$ cat config.mk
export PLATFORM = sky130hd
export DESIGN_NAME = eq_ctrl_rx
export DESIGN_NICKNAME = d
export VERILOG_FILES = /design/src/rtl/eq_ctrl_pkg.sv /design/src/rtl/eq_sync_chain.sv /design/src/rtl/eq_serial_front.sv /design/src/rtl/eq_band_store.sv /design/src/rtl/eq_ctrl_rx.sv
export SDC_FILE = /design/constraint.sdc
export NUM_CORES = 1
export LEC_CHECK = 0
export CAP_MARGIN = 20
export CORE_AREA = 8 8 156 158
export CTS_CLUSTER_SIZE = 14
export DETAILED_ROUTE_END_ITERATION = 10
export DIE_AREA = 0 0 164 166
export GPL_ROUTABILITY_DRIVEN = 0
export GPL_TIMING_DRIVEN = 0
export PLACE_DENSITY_LB_ADDON = 0.12
export SYNTH_ARGS = -nofsm -noshare
export SYNTH_HDL_FRONTEND = slang
export SYNTH_SLANG_ARGS = --single-unit
$ cat constraint.sdc
create_clock -name clk -period 2.65 [get_ports clk]
set_clock_uncertainty 0.1 [all_clocks]
set_input_delay 0.53 -clock clk [delete_from_list [all_inputs] [get_ports clk]]
set_output_delay 0.53 -clock clk [all_outputs]
set_load 0.05 [all_outputs]
$ cat src/rtl/eq_ctrl_pkg.sv
package eq_ctrl_pkg;
  localparam int WORD_W      = 8;
  localparam int CODE_W      = 4;
  localparam int KIND_BIT    = 7;  // 1 = band word, 0 = gain word
  localparam int RANGE_A_BIT = 5;
  localparam int RANGE_B_BIT = 4;
  localparam int DIR_BIT     = 4;  // 1 = cut

  typedef struct packed {
    logic              bandLoad;
    logic              gainLoad;
    logic [WORD_W-1:0] word;
  } eqCmd_t;
endpackage

$ cat src/rtl/eq_sync_chain.sv
module eq_sync_chain #(
  parameter int STAGES = 2,
  parameter int WIDTH  = 1
) (
  input  logic             clk,
  input  logic             rstN,
  input  logic [WIDTH-1:0] d,
  output logic [WIDTH-1:0] q
);
  logic [STAGES-1:0][WIDTH-1:0] stage;

  always_ff @(posedge clk or negedge rstN) begin
    if (!rstN) stage <= '0;
    else       stage <= {stage[STAGES-2:0], d};
  end

  assign q = stage[STAGES-1];
endmodule

$ cat src/rtl/eq_serial_front.sv
module eq_serial_front
  import eq_ctrl_pkg::*;
#(
  parameter int SYNC_STAGES = 2
) (
  input  logic   clk,
  input  logic   rstN,
  input  logic   serClk,
  input  logic   serData,
  input  logic   serStrobe,
  output eqCmd_t cmd
);
  logic [2:0]        syncIn;
  logic              sClk, sData, sStb;
  logic              prevClk, prevStb;
  logic              clkRise, stbRise;
  logic [WORD_W-1:0] shiftReg;

  eq_sync_chain #(.STAGES(SYNC_STAGES), .WIDTH(3)) u_sync (
    .clk (clk),
    .rstN(rstN),
    .d   ({serStrobe, serData, serClk}),
    .q   (syncIn)
  );

  assign {sStb, sData, sClk} = syncIn;
  assign clkRise = sClk & ~prevClk;
  assign stbRise = sStb & ~prevStb;

  always_ff @(posedge clk or negedge rstN) begin
    if (!rstN) begin
      prevClk  <= 1'b0;
      prevStb  <= 1'b0;
      shiftReg <= '0;
    end else begin
      prevClk <= sClk;
      prevStb <= sStb;
      if (clkRise) shiftReg <= {sData, shiftReg[WORD_W-1:1]};
    end
  end

  always_comb begin
    cmd.word     = shiftReg;
    cmd.bandLoad = stbRise &  shiftReg[KIND_BIT];
    cmd.gainLoad = stbRise & ~shiftReg[KIND_BIT];
  end
endmodule

$ cat src/rtl/eq_band_store.sv
module eq_band_store
  import eq_ctrl_pkg::*;
#(
  parameter int BANDS_PER_CH = 7,
  parameter int MAG_W        = 4,
  parameter int MAX_STEP     = 12
) (
  input  logic                                   clk,
  input  logic                                   rstN,
  input  eqCmd_t                                 cmd,
  output logic [2*BANDS_PER_CH*(MAG_W+1)-1:0]    bandGain,
  output logic [1:0]                             rangeSixDb,
  output logic [2*BANDS_PER_CH*MAX_STEP-1:0]     boostTap,
  output logic [2*BANDS_PER_CH*MAX_STEP-1:0]     cutTap
);
  localparam int NUM_BANDS = 2 * BANDS_PER_CH;
  localparam int GAIN_W    = MAG_W + 1;
  localparam int SEL_W     = (NUM_BANDS > 1) ? $clog2(NUM_BANDS) : 1;

  logic [CODE_W-1:0] code;
  logic              codeOk;
  logic [MAG_W-1:0]  mag;
  logic              magOk;
  logic [GAIN_W-1:0] newGain;
  logic              selValid;
  logic [SEL_W-1:0]  selIdx;

  assign code    = cmd.word[CODE_W-1:0];
  assign codeOk  = (int'(code) >= 1) && (int'(code) <= NUM_BANDS);
  assign mag     = cmd.word[MAG_W-1:0];
  assign magOk   = int'(mag) <= MAX_STEP;
  assign newGain = (mag == '0) ? '0 : {cmd.word[DIR_BIT], mag};

  always_ff @(posedge clk or negedge rstN) begin
    if (!rstN) begin
      selValid   <= 1'b0;
      selIdx     <= '0;
      rangeSixDb <= '0;
    end else if (cmd.bandLoad) begin
      selValid   <= codeOk;
      selIdx     <= SEL_W'(code - CODE_W'(1));
      rangeSixDb <= {cmd.word[RANGE_B_BIT], cmd.word[RANGE_A_BIT]};
    end
  end

  for (genvar b = 0; b < NUM_BANDS; b++) begin : g_band
    logic              wrEn;
    logic [GAIN_W-1:0] gainQ;

    assign wrEn = cmd.gainLoad & selValid & magOk & (selIdx == SEL_W'(b));

    always_ff @(posedge clk or negedge rstN) begin
      if (!rstN)     gainQ <= '0;
      else if (wrEn) gainQ <= newGain;
    end

    assign bandGain[b*GAIN_W +: GAIN_W] = gainQ;

    for (genvar k = 0; k < MAX_STEP; k++) begin : g_tap
      logic deep;
      assign deep = int'(gainQ[MAG_W-1:0]) > k;
      assign boostTap[b*MAX_STEP+k] = ~gainQ[MAG_W] & deep;
      assign cutTap[b*MAX_STEP+k]   =  gainQ[MAG_W] & deep;
    end
  end
endmodule

$ cat src/rtl/eq_ctrl_rx.sv
module eq_ctrl_rx
  import eq_ctrl_pkg::*;
#(
  parameter int BANDS_PER_CH = 7,
  parameter int MAG_W        = 4,
  parameter int MAX_STEP     = 12,
  parameter int SYNC_STAGES  = 2
) (
  input  logic                                clk,
  input  logic                                rstN,
  input  logic                                serClk,
  input  logic                                serData,
  input  logic                                serStrobe,
  output logic [2*BANDS_PER_CH*(MAG_W+1)-1:0] bandGain,
  output logic [1:0]                          rangeSixDb,
  output logic [2*BANDS_PER_CH*MAX_STEP-1:0]  boostTap,
  output logic [2*BANDS_PER_CH*MAX_STEP-1:0]  cutTap
);
  eqCmd_t cmdBus;

  eq_serial_front #(.SYNC_STAGES(SYNC_STAGES)) u_front (
    .clk      (clk),
    .rstN     (rstN),
    .serClk   (serClk),
    .serData  (serData),
    .serStrobe(serStrobe),
    .cmd      (cmdBus)
  );

  eq_band_store #(
    .BANDS_PER_CH(BANDS_PER_CH),
    .MAG_W       (MAG_W),
    .MAX_STEP    (MAX_STEP)
  ) u_store (
    .clk       (clk),
    .rstN      (rstN),
    .cmd       (cmdBus),
    .bandGain  (bandGain),
    .rangeSixDb(rangeSixDb),
    .boostTap  (boostTap),
    .cutTap    (cutTap)
  );
endmodule

==> results of run 1 <==
-- worst max-delay path, stage by stage, from the launching register on --
cell             delay (ns)
dfrtp_1                0.46
nand2b_1               0.25
inv_1                  0.10
clkdlybuf4s50_1        0.81
-- flip-flops by register name (all words and copies together), names as in the netlist, 2 cells and up --
name	cells
u_front.shiftReg	8
u_store.rangeSixDb	2
u_store.g_band.gainQ	70
u_front.u_sync.stage	3
u_front.u_sync.q	3
u_store.selIdx	4
-- final cells by class --
class,count,area [µm²]
multi-input cells,609,3670
inverters,43,161
well taps,285,357
repair buffers,413,3420
flip-flops and latches,93,2330
fillers,2320,11600
clock buffers,9,225
clock inverters,7,75.1
plain buffers,62,260
-- cells by family after synthesis --
| logic type | after synthesis | share of synthesized area |
|---|---|---|
| adders and majority gates | 4 | 0.00782 |
| and+or+nand+nor | 445 | 0.350 |
| DFF | 93 | 0.363 |
| AOI/OAI and AO/OA | 80 | 0.0703 |
| xor gates and xnor gates | 2 | 0.00274 |
| muxes | 78 | 0.137 |
| buffers and inverters | 111 | 0.0686 |
-- metrics by stage --
stage	setup WS [ns]	util	std cells	hold slack [ns]	power [µW]
6_report	0.0603	0.475	1521	0.0666	10400
5_1_grt	-0.0196	0.475	1521	0.0956	11000
4_1_cts	0.0000790	0.493	1525	0.0736	10600
3_5_place_dp	-0.117	0.494	1511	0.235	9700
3_3_place_gp	-2.61	0.493	1510	0.232	9670
2_1_floorplan	-0.162	-	813	0.134	7130
-- worst max-delay path by stage --
stage / slack [ns] / start / endpoint
after floorplan: -0.16 / u_store.g_band[11].gainQ[3] / boostTap[136]
after global placement: -2.61 / rstN / u_store.g_band[8].gainQ[2]
after detailed placement: -0.12 / u_store.g_band[3].gainQ[4] / cutTap[37]
after CTS: 0.00008 / u_store.g_band[7].gainQ[2] / cutTap[88]
after global routing: -0.02 / u_store.g_band[11].gainQ[1] / cutTap[132]
final: 0.06 / u_store.g_band[11].gainQ[4] / boostTap[139]
-- layer usage --
layer  part of all wire  track usage  vias up
li1                   -            -     3542
met1               0.40        0.199     3304
met2               0.51        0.339      227
met3              0.072       0.0488       29
met4              0.019       0.0471        0
met5                  0            0        -
-- cells in the mapped netlist, types with 16 or more instances --
| cell type | number | area [µm²] |
|---|---|---|
| and2_1 | 16 | 100 |
| nor2b_1 | 35 | 219 |
| nor2_1 | 212 | 796 |
| mux2_1 | 32 | 360 |
| inv_1 | 43 | 161 |
| nor3_1 | 80 | 400 |
| dfrtp_1 | 93 | 2330 |
| mux2_2 | 46 | 518 |
| clkbuf_1 | 64 | 240 |
| nand2_1 | 36 | 135 |
| o21ai_0 | 19 | 95.1 |
| a21oi_1 | 41 | 205 |
-- cells in the final DEF (no fill, tap or decap), types with 2 or more instances in the layout --
master,n
nor4_2,3
nor3_2,2
dfrtp_1,93
clkbuf_1,55
nor2_2,2
a21boi_1,14
dlymetal6s2s_1,2
mux2_2,46
nor3_1,78
o21ai_1,11
mux2_1,32
and2_1,16
a21oi_1,41
clkbuf_16,9
clkdlybuf4s15_2,21
nor2b_1,35
nand4_1,4
clkdlybuf4s15_1,32
nand2b_1,14
dlygate4sd2_1,157
inv_1,43
clkdlybuf4s50_1,86
nand2_1,36
clkinv_4,3
buf_8,2
ha_1,4
clkbuf_2,117
a31oi_1,2
nand4_4,10
and3_1,14
o21ai_0,9
xnor2_1,2
nor2_1,212
nor4_1,11
and2b_1,3
clkinv_2,2
-- power by group through the flow --
stage                     registers [µW]  clock network [µW]  logic [µW]
after CTS                           2060                1330        7220
after detailed placement            2060                   0        7640
after global placement              2050                   0        7610
after global routing                2160                1380        7510
final                               2100                1280        7060
after floorplan                     2750                   0        4380
-- what timing repair did --
action                                  CTS  global route
pin swaps                                 0             0
endpoints found under the setup margin  323           168
hold buffers                              0             0
gates resized for setup                 395           286
cloned                                    0             0
==> key figures, run 1 <==
Outcome
  • Outcome: complete, no violations

Synthesis
  • Cell count after synthesis: 813
  • Syn nets: 822
  • Ys Warns: 0
  • Ys async rst share: 1.00
  • Netlist cell types: 34
  • Avg Cell Area, Syn: 7.88 µm²
  • Synthesized flop and latch total: 93
  • Post-synthesis sequential area ratio: 0.363
  • Post-synth EDFFs: 0
  • Post-Syn Area: 6400 µm²
  • Synth Flop Type: dfrtp_1

Cells and area
  • Fraction of layout cells with a size suffix above 1: 0.182
  • # nets final: 1240
  • Ant. Diodes: 0
  • Final Cell Area: 10500 µm²
  • Area grow syn2layout: 63.8%

Clock tree
  • Postcts setup bufs: 0
  • Inserted Clock Buffers: 9
  • H-tree depth: 3
  • Worst skew pair latency: 0.34 ns
  • TritonCTS clock tree: built
  • Clock Path Buffers: 2
  • Clock root buffer master: clkbuf_16
  • CTS Sinks: 93
  • Clock transition at path regs: 0.06 ns

Worst setup path
  • CP Max Fanout: 7
  • Worst reg-to-reg setup slack: 0.26 ns
  • R2R depth: 6
  • CP required: 2.02 ns
  • Critical Path Start Type: flop
  • Crit. End Element: primary output
  • Critical R2R Launch: u_front.shiftReg[1]
  • CP arrival: 1.96 ns
  • FF-to-FF End: u_store.g_band[0].gainQ[4]
  • Crit Path Class: flop to primary output

Power and ir drop
  • Flop pwr share: 0.201
  • Leak: 0.00550 µW
  • P_int: 4210 µW
  • Power share of the combinational group: 0.677
  • Sw frac: 0.597
  • Power per cell area: 994 nW/µm²
  • Worst VDD drop: 0.000662 V
  • Switch Pwr: 6220 µW
  • Clock share of power: 0.122

Flow run
  • MaxCap Viol Count: 0

Detailed routing
  • Pre-antenna DRT Iters: 4
  • Post-route ant nets: 0
  • DRC: 0
  • Iter 0 DRT Violations: 345
  • Drt total wl: 26400 µm
  • Wire length per cell: 17.4 µm
  • Routed via count: 7102
  • Vias per std cell: 4.67

STA
  • Measured slew at the worst slew-check pin: 0.807 ns
  • Fin. Hold Viols: 0
  • RSZ-0062 raised after global routing: yes
  • FMAX: 0.386 GHz
  • Tmin final: 2.59 ns
  • Max-slew headroom: 0.462
  • Crit share post-route: 0.977
  • Setup violation total in the final timing report: 0
  • Fin Setup TNS: 0 ns
  • Slew Limit Fails: 0

Global routing
  • GR Overflow Total: 0
  • Number of global-route vias before repair: 6874
  • Largest net degree at the start of global routing: 55
  • GRT Total Usage: 0.182
  • First-pass GRT wire length: 39800 µm
  • Initial antenna violation count: 0

Placed design
  • Placed cell areas: 10900 µm²
  • Buffers on Ports: 412
  • Post-DP HPWL: 21300 µm

Worst hold path
  • Worst min path class: input port to async pin

Floorplan
  • Core area: 22100 µm²
  • Die area: 27200 µm²
  • I/O Pins: 413
  • Number of core rows: 55
  • Initial Util: 0.290
  • Die Y: 166 µm
  • Die width: 164 µm
Note: power is estimated with default switching activity, not from simulation.
==> run 2: changes to the inputs <==
Settings changed: ABC_CLOCK_PERIOD_IN_PS set to 2650, MAX_ROUTING_LAYER set to met4.
==> key figures, run 2 (synthesis gave the netlist of run 1 again) <==
STA
  • RSZ-0062 raised after global routing: yes
  • Fin. Hold Viols: 0
  • Slew Limit Fails: 0
  • Crit share post-route: 0.973
  • Worst setup margin: 0.0715 ns
  • Setup violation total in the final timing report: 0
  • FMAX: 0.388 GHz
  • Min Hold Slack: 0.0692 ns
  • Measured slew at the worst slew-check pin: 0.812 ns
  • Max-slew headroom: 0.458
  • Fin Setup TNS: 0 ns
  • Tmin final: 2.58 ns

Global routing
  • GR Overflow Total: 0
  • Number of global-route vias before repair: 6901
  • First-pass GRT wire length: 39800 µm
  • Largest net degree at the start of global routing: 55
  • Initial antenna violation count: 0
  • GRT Total Usage: 0.188

Cells and area
  • Fraction of layout cells with a size suffix above 1: 0.179
  • Register area: 2330 µm²
  • Most frequent cells in the layout: nor2_1, dlygate4sd2_1, clkbuf_2, dfrtp_1, clkdlybuf4s50_1
  • Biggest regs: u_store.g_band.gainQ (70), u_front.shiftReg (8), u_store.selIdx (4)
  • Fill cells: 2319
  • Area grow syn2layout: 63.9%
  • Ant. Diodes: 0
  • Final Cell Area: 10500 µm²
  • # nets final: 1240
  • Area occupied by multi-input gates: 3660 µm²
  • Max reg flops: 70
  • Commonest non-fill, non-tap cell in the layout: nor2_1
  • Largest Register: u_store.g_band.gainQ

Clock tree
  • Clock root buffer master: clkbuf_16
  • CTS Sinks: 93
  • Worst skew pair latency: 0.34 ns
  • Clock Path Buffers: 2
  • Inserted Clock Buffers: 9
  • H-tree depth: 3
  • Clock transition at path regs: 0.06 ns
  • Postcts setup bufs: 0
  • TritonCTS clock tree: built

Power and ir drop
  • Leak: 0.00551 µW
  • Worst VDD drop: 0.000659 V
  • Power per cell area: 994 nW/µm²
  • Overall power: 10400 µW

Detailed routing
  • DRC: 0
  • Pre-antenna DRT Iters: 4
  • Post-route ant nets: 0
  • Wire length per cell: 17.3 µm
  • Iter 0 DRT Violations: 325
  • Drt total wl: 26400 µm
  • Routed via count: 7112
  • Vias per std cell: 4.68

Worst hold path
  • Worst min path class: input port to async pin

Worst setup path
  • R2R depth: 6
  • Critical Path Start Type: flop
  • FF-to-FF End: u_store.g_band[13].gainQ[4]
  • Crit. End Element: primary output
  • Setup crit end: boostTap[139]
  • CP startpoint: u_store.g_band[11].gainQ[4]
  • CP required: 2.02 ns
  • CP max stage delay: 0.81 ns
  • Slowest-stage cell, CP: clkdlybuf4s50_1
  • Worst reg-to-reg setup slack: 0.24 ns
  • CP Max Fanout: 7
  • Critical R2R Launch: u_front.shiftReg[1]
  • CP arrival: 1.95 ns
  • Crit Path Class: flop to primary output
  • Critical path cell sequence: nand2b_1 -> inv_1 -> clkdlybuf4s50_1

Placed design
  • Setup WS pre-CTS: -0.117 ns
  • Placed cell areas: 10900 µm²
  • Post-DP HPWL: 21300 µm
  • Buffers on Ports: 412

Floorplan
  • I/O Pins: 413
  • Die Y: 166 µm
  • Core area: 22100 µm²
  • Die area: 27200 µm²
  • Initial Util: 0.290
  • Number of core rows: 55
  • Die width: 164 µm

Outcome
  • Outcome: complete, no violations

Flow run
  • MaxCap Viol Count: 0
==> run 2: cell types whose count changed in the layout (fill, tap and decap cells not counted) <==
cell / delta
clkbuf_2: -3
dlygate4sd2_1: +3
nor4_1: +1
nor4_2: -1
==> run 2: through the flow <==
stage	utilization	instances
2_1_floorplan	-	813
3_3_place_gp	0.493	1510
3_5_place_dp	0.494	1511
4_1_cts	0.493	1525
5_1_grt	0.475	1521
6_report	0.475	1521
==> run 2: worst min path at each step <==
stage | startpoint | end | cells past startpoint
5_1_grt | rstN | u_store.g_band[1].gainQ[4] | 1
4_1_cts | rstN | u_store.g_band[1].gainQ[4] | 1
2_1_floorplan | rstN | u_front.prevClk | 0
3_5_place_dp | u_front.u_sync.stage[0] | u_front.u_sync.q[0] | 0
3_3_place_gp | u_front.u_sync.stage[1] | u_front.u_sync.q[1] | 0
6_report | rstN | u_store.g_band[1].gainQ[4] | 1
==> run 2: what timing repair did <==
item | in CTS | in global routing
hold buffers | 0 | 0
pin swaps | 0 | 0
setup endpoints to repair | 323 | 169
resized for setup | 395 | 279
==> run 2: per-layer routing <==
layer  global-route usage  up-vias  part of all wire
met3               0.0335       30             0.057
li1                     -     3542                 -
met5                    -        -                 0
met2                0.339      227              0.51
met1                0.208     3313              0.41
met4               0.0471        0             0.019
==> run 2: worst max-delay path, delay by kind of cell (launching register included) <==
family        cells  cell delay (ns)
buf+inv           2             0.91
flops             1             0.45
simple gates      1             0.25
==> run 2: layout make-up <==
class,instances,area share
plain buffers,62,0.0248
clock buffers,9,0.0215
clock inverters,7,0.00715
inverters,43,0.0154
multi-input cells,609,0.349
flip-flops and latches,93,0.222
well taps,285,0.0340
repair buffers,413,0.327
==> run 2: where the power goes <==
part	total, µW	switching, µW	leakage, µW	internal [µW]
Clock	1280	542	0.000150	735
Combinational	7050	5310	0.00411	1750
Sequential	2100	377	0.00125	1720
==> run 3: changes to the inputs <==
Settings changed: CORE_AREA 8 8 156 158 to 2 2 159 161, DIE_AREA 0 0 164 166 to 0 0 161 163.
==> key figures, run 3 (synthesis gave the netlist of run 1 again) <==
Cells and area
  • Biggest regs: u_store.g_band.gainQ (70), u_front.shiftReg (8), u_store.selIdx (4)
  • Post-Layout Cell Count: 1564
  • Ant. Diodes: 0
  • Largest Register: u_store.g_band.gainQ
  • # nets final: 1238
  • Fraction of layout cells with a size suffix above 1: 0.207
  • Commonest non-fill, non-tap cell in the layout: nor2_1
  • Max reg flops: 70
  • Most frequent cells in the layout: nor2_1, dlygate4sd2_1, clkbuf_2, dfrtp_1, clkdlybuf4s50_1
  • Layout Utilization: 0.427
  • Area grow syn2layout: 64.7%

Flow run
  • MaxCap Viol Count: 0

Clock tree
  • Inserted Clock Buffers: 9
  • TritonCTS clock tree: built
  • Hold bufs inserted after CTS: 0
  • Clock Path Buffers: 2
  • Clock transition at path regs: 0.08 ns
  • Clock root buffer master: clkbuf_16
  • H-tree depth: 3
  • CTS Sinks: 93
  • Worst skew pair latency: 0.35 ns

Power and ir drop
  • Power per cell area: 986 nW/µm²
  • Overall power: 10400 µW
  • Worst VDD drop: 0.000578 V
  • Leak: 0.00553 µW

Global routing
  • GR Overflow Total: 0
  • Initial antenna violation count: 0
  • GRT Total Usage: 0.190
  • Number of global-route vias before repair: 6763
  • First-pass GRT wire length: 38600 µm
  • Largest net degree at the start of global routing: 57

STA
  • Fin. Hold Viols: 0
  • Max-slew headroom: 0.459
  • Measured slew at the worst slew-check pin: 0.812 ns
  • Fin Setup TNS: 0 ns
  • Tmin final: 2.55 ns
  • Slew Limit Fails: 0
  • FMAX: 0.392 GHz
  • Worst setup margin: 0.0971 ns
  • Crit share post-route: 0.963
  • RSZ-0062 raised after global routing: yes
  • Setup violation total in the final timing report: 0

Worst setup path
  • CP required: 2.02 ns
  • CP Max Fanout: 10
  • Critical Path Start Type: flop
  • Crit Path Class: flop to primary output
  • CP max stage delay: 0.56 ns
  • CP arrival: 1.92 ns
  • Critical path cell sequence: clkbuf_1 -> nor3_1 -> nor2_1 -> dlygate4sd2_1
  • Crit. End Element: primary output
  • Slowest-stage cell, CP: dlygate4sd2_1
  • Worst path bufs/invs: 2
  • Crit path max-delay family: buffers and inverters

Floorplan
  • Die Y: 163 µm
  • Number of core rows: 58
  • Initial Util: 0.260
  • Die area: 26200 µm²
  • Core area: 24700 µm²
  • Die width: 161 µm
  • I/O Pins: 413

Placed design
  • Placed Instances: 1556
  • Setup WS pre-CTS: -0.169 ns
  • Post-DP HPWL: 19700 µm
  • Buffers on Ports: 412

Detailed routing
  • Routed via count: 7116
  • Post-route ant nets: 0
  • Pre-antenna DRT Iters: 4
  • Wire length per cell: 16.2 µm
  • DRC: 0
  • Iter 0 DRT Violations: 298
  • Drt total wl: 25400 µm
  • Vias per std cell: 4.55

Worst hold path
  • Worst min path class: input port to async pin

Outcome
  • Outcome: complete, no violations
[run 3: cell count changes in the layout (fill, tap and decap cells not counted), sizes merged]
| cell | delta |
|---|---|
| dlygate4sd2 | -13 |
| clkbuf | +8 |
| clkdlybuf4s50 | -4 |
| dlymetal6s2s | +4 |
| clkdlybuf4s15 | +2 |
| clkinv | -2 |
| inv | +2 |
| buf | +1 |
| bufinv | -1 |
| clkinvlp | +1 |
[run 3: metrics by stage]
step                      area, µm²  hold slack (ns)
final                         10500           0.0487
after global placement        11000            0.233
after floorplan                6410            0.134
after detailed placement      11000            0.235
after CTS                     11000           0.0530
after global routing          10500           0.0767
[run 3: area by class of cell]
cell class                 count  area [µm²]
multi-input combinational    609        3670
inverter                      43         161
tap                          330         413
fill                        2684       14100
timing repair buffer         413        3420
sequential                    93        2330
clock inverter                 7        65.1
buffer                        60         262
clock buffer                   9         225
[run 3: repair_timing]
item / 4_1_cts / 5_1_grt
gates resized for setup: 428 / 300
setup buffers: 0 / 0
gates cloned: 0 / 0
setup endpoints to repair: 324 / 201
[run 3: final timing paths]
| kind | startpoint | cells after the start | slack, ns | to |
|---|---|---|---|---|
| max | u_store.g_band[4].gainQ[1] | 4 | 0.1 | boostTap[49] |
| min | rstN | 1 | 0.05 | u_store.g_band[1].gainQ[4] |
| max reg2reg | u_front.shiftReg[1] | 6 | 0.31 | u_store.g_band[9].gainQ[1] |
| min reg2reg | u_front.u_sync.stage[1] | 0 | 0.25 | u_front.u_sync.q[1] |
| max in group asynchronous | rstN | 2 | 1.73 | u_store.g_band[9].gainQ[0] |
| min in group clk | u_front.u_sync.stage[1] | 0 | 0.25 | u_front.u_sync.q[1] |
[run 3: power breakdown]
part	total [µW]	switching (µW)	internal (µW)
Clock	1270	609	658
Sequential	2100	384	1720
Combinational	7020	5260	1770
Total	10400	6250	4140
[run 3: per-layer routing]
layer	part of all wire	vias to the layer above	wire [µm]	GRT usage
li1	-	3537	-	-
met4	0.015	0	393	0.0450
met5	0	-	0	-
met3	0.060	22	1530	0.0374
met2	0.50	235	12600	0.329
met1	0.43	3322	10800	0.228
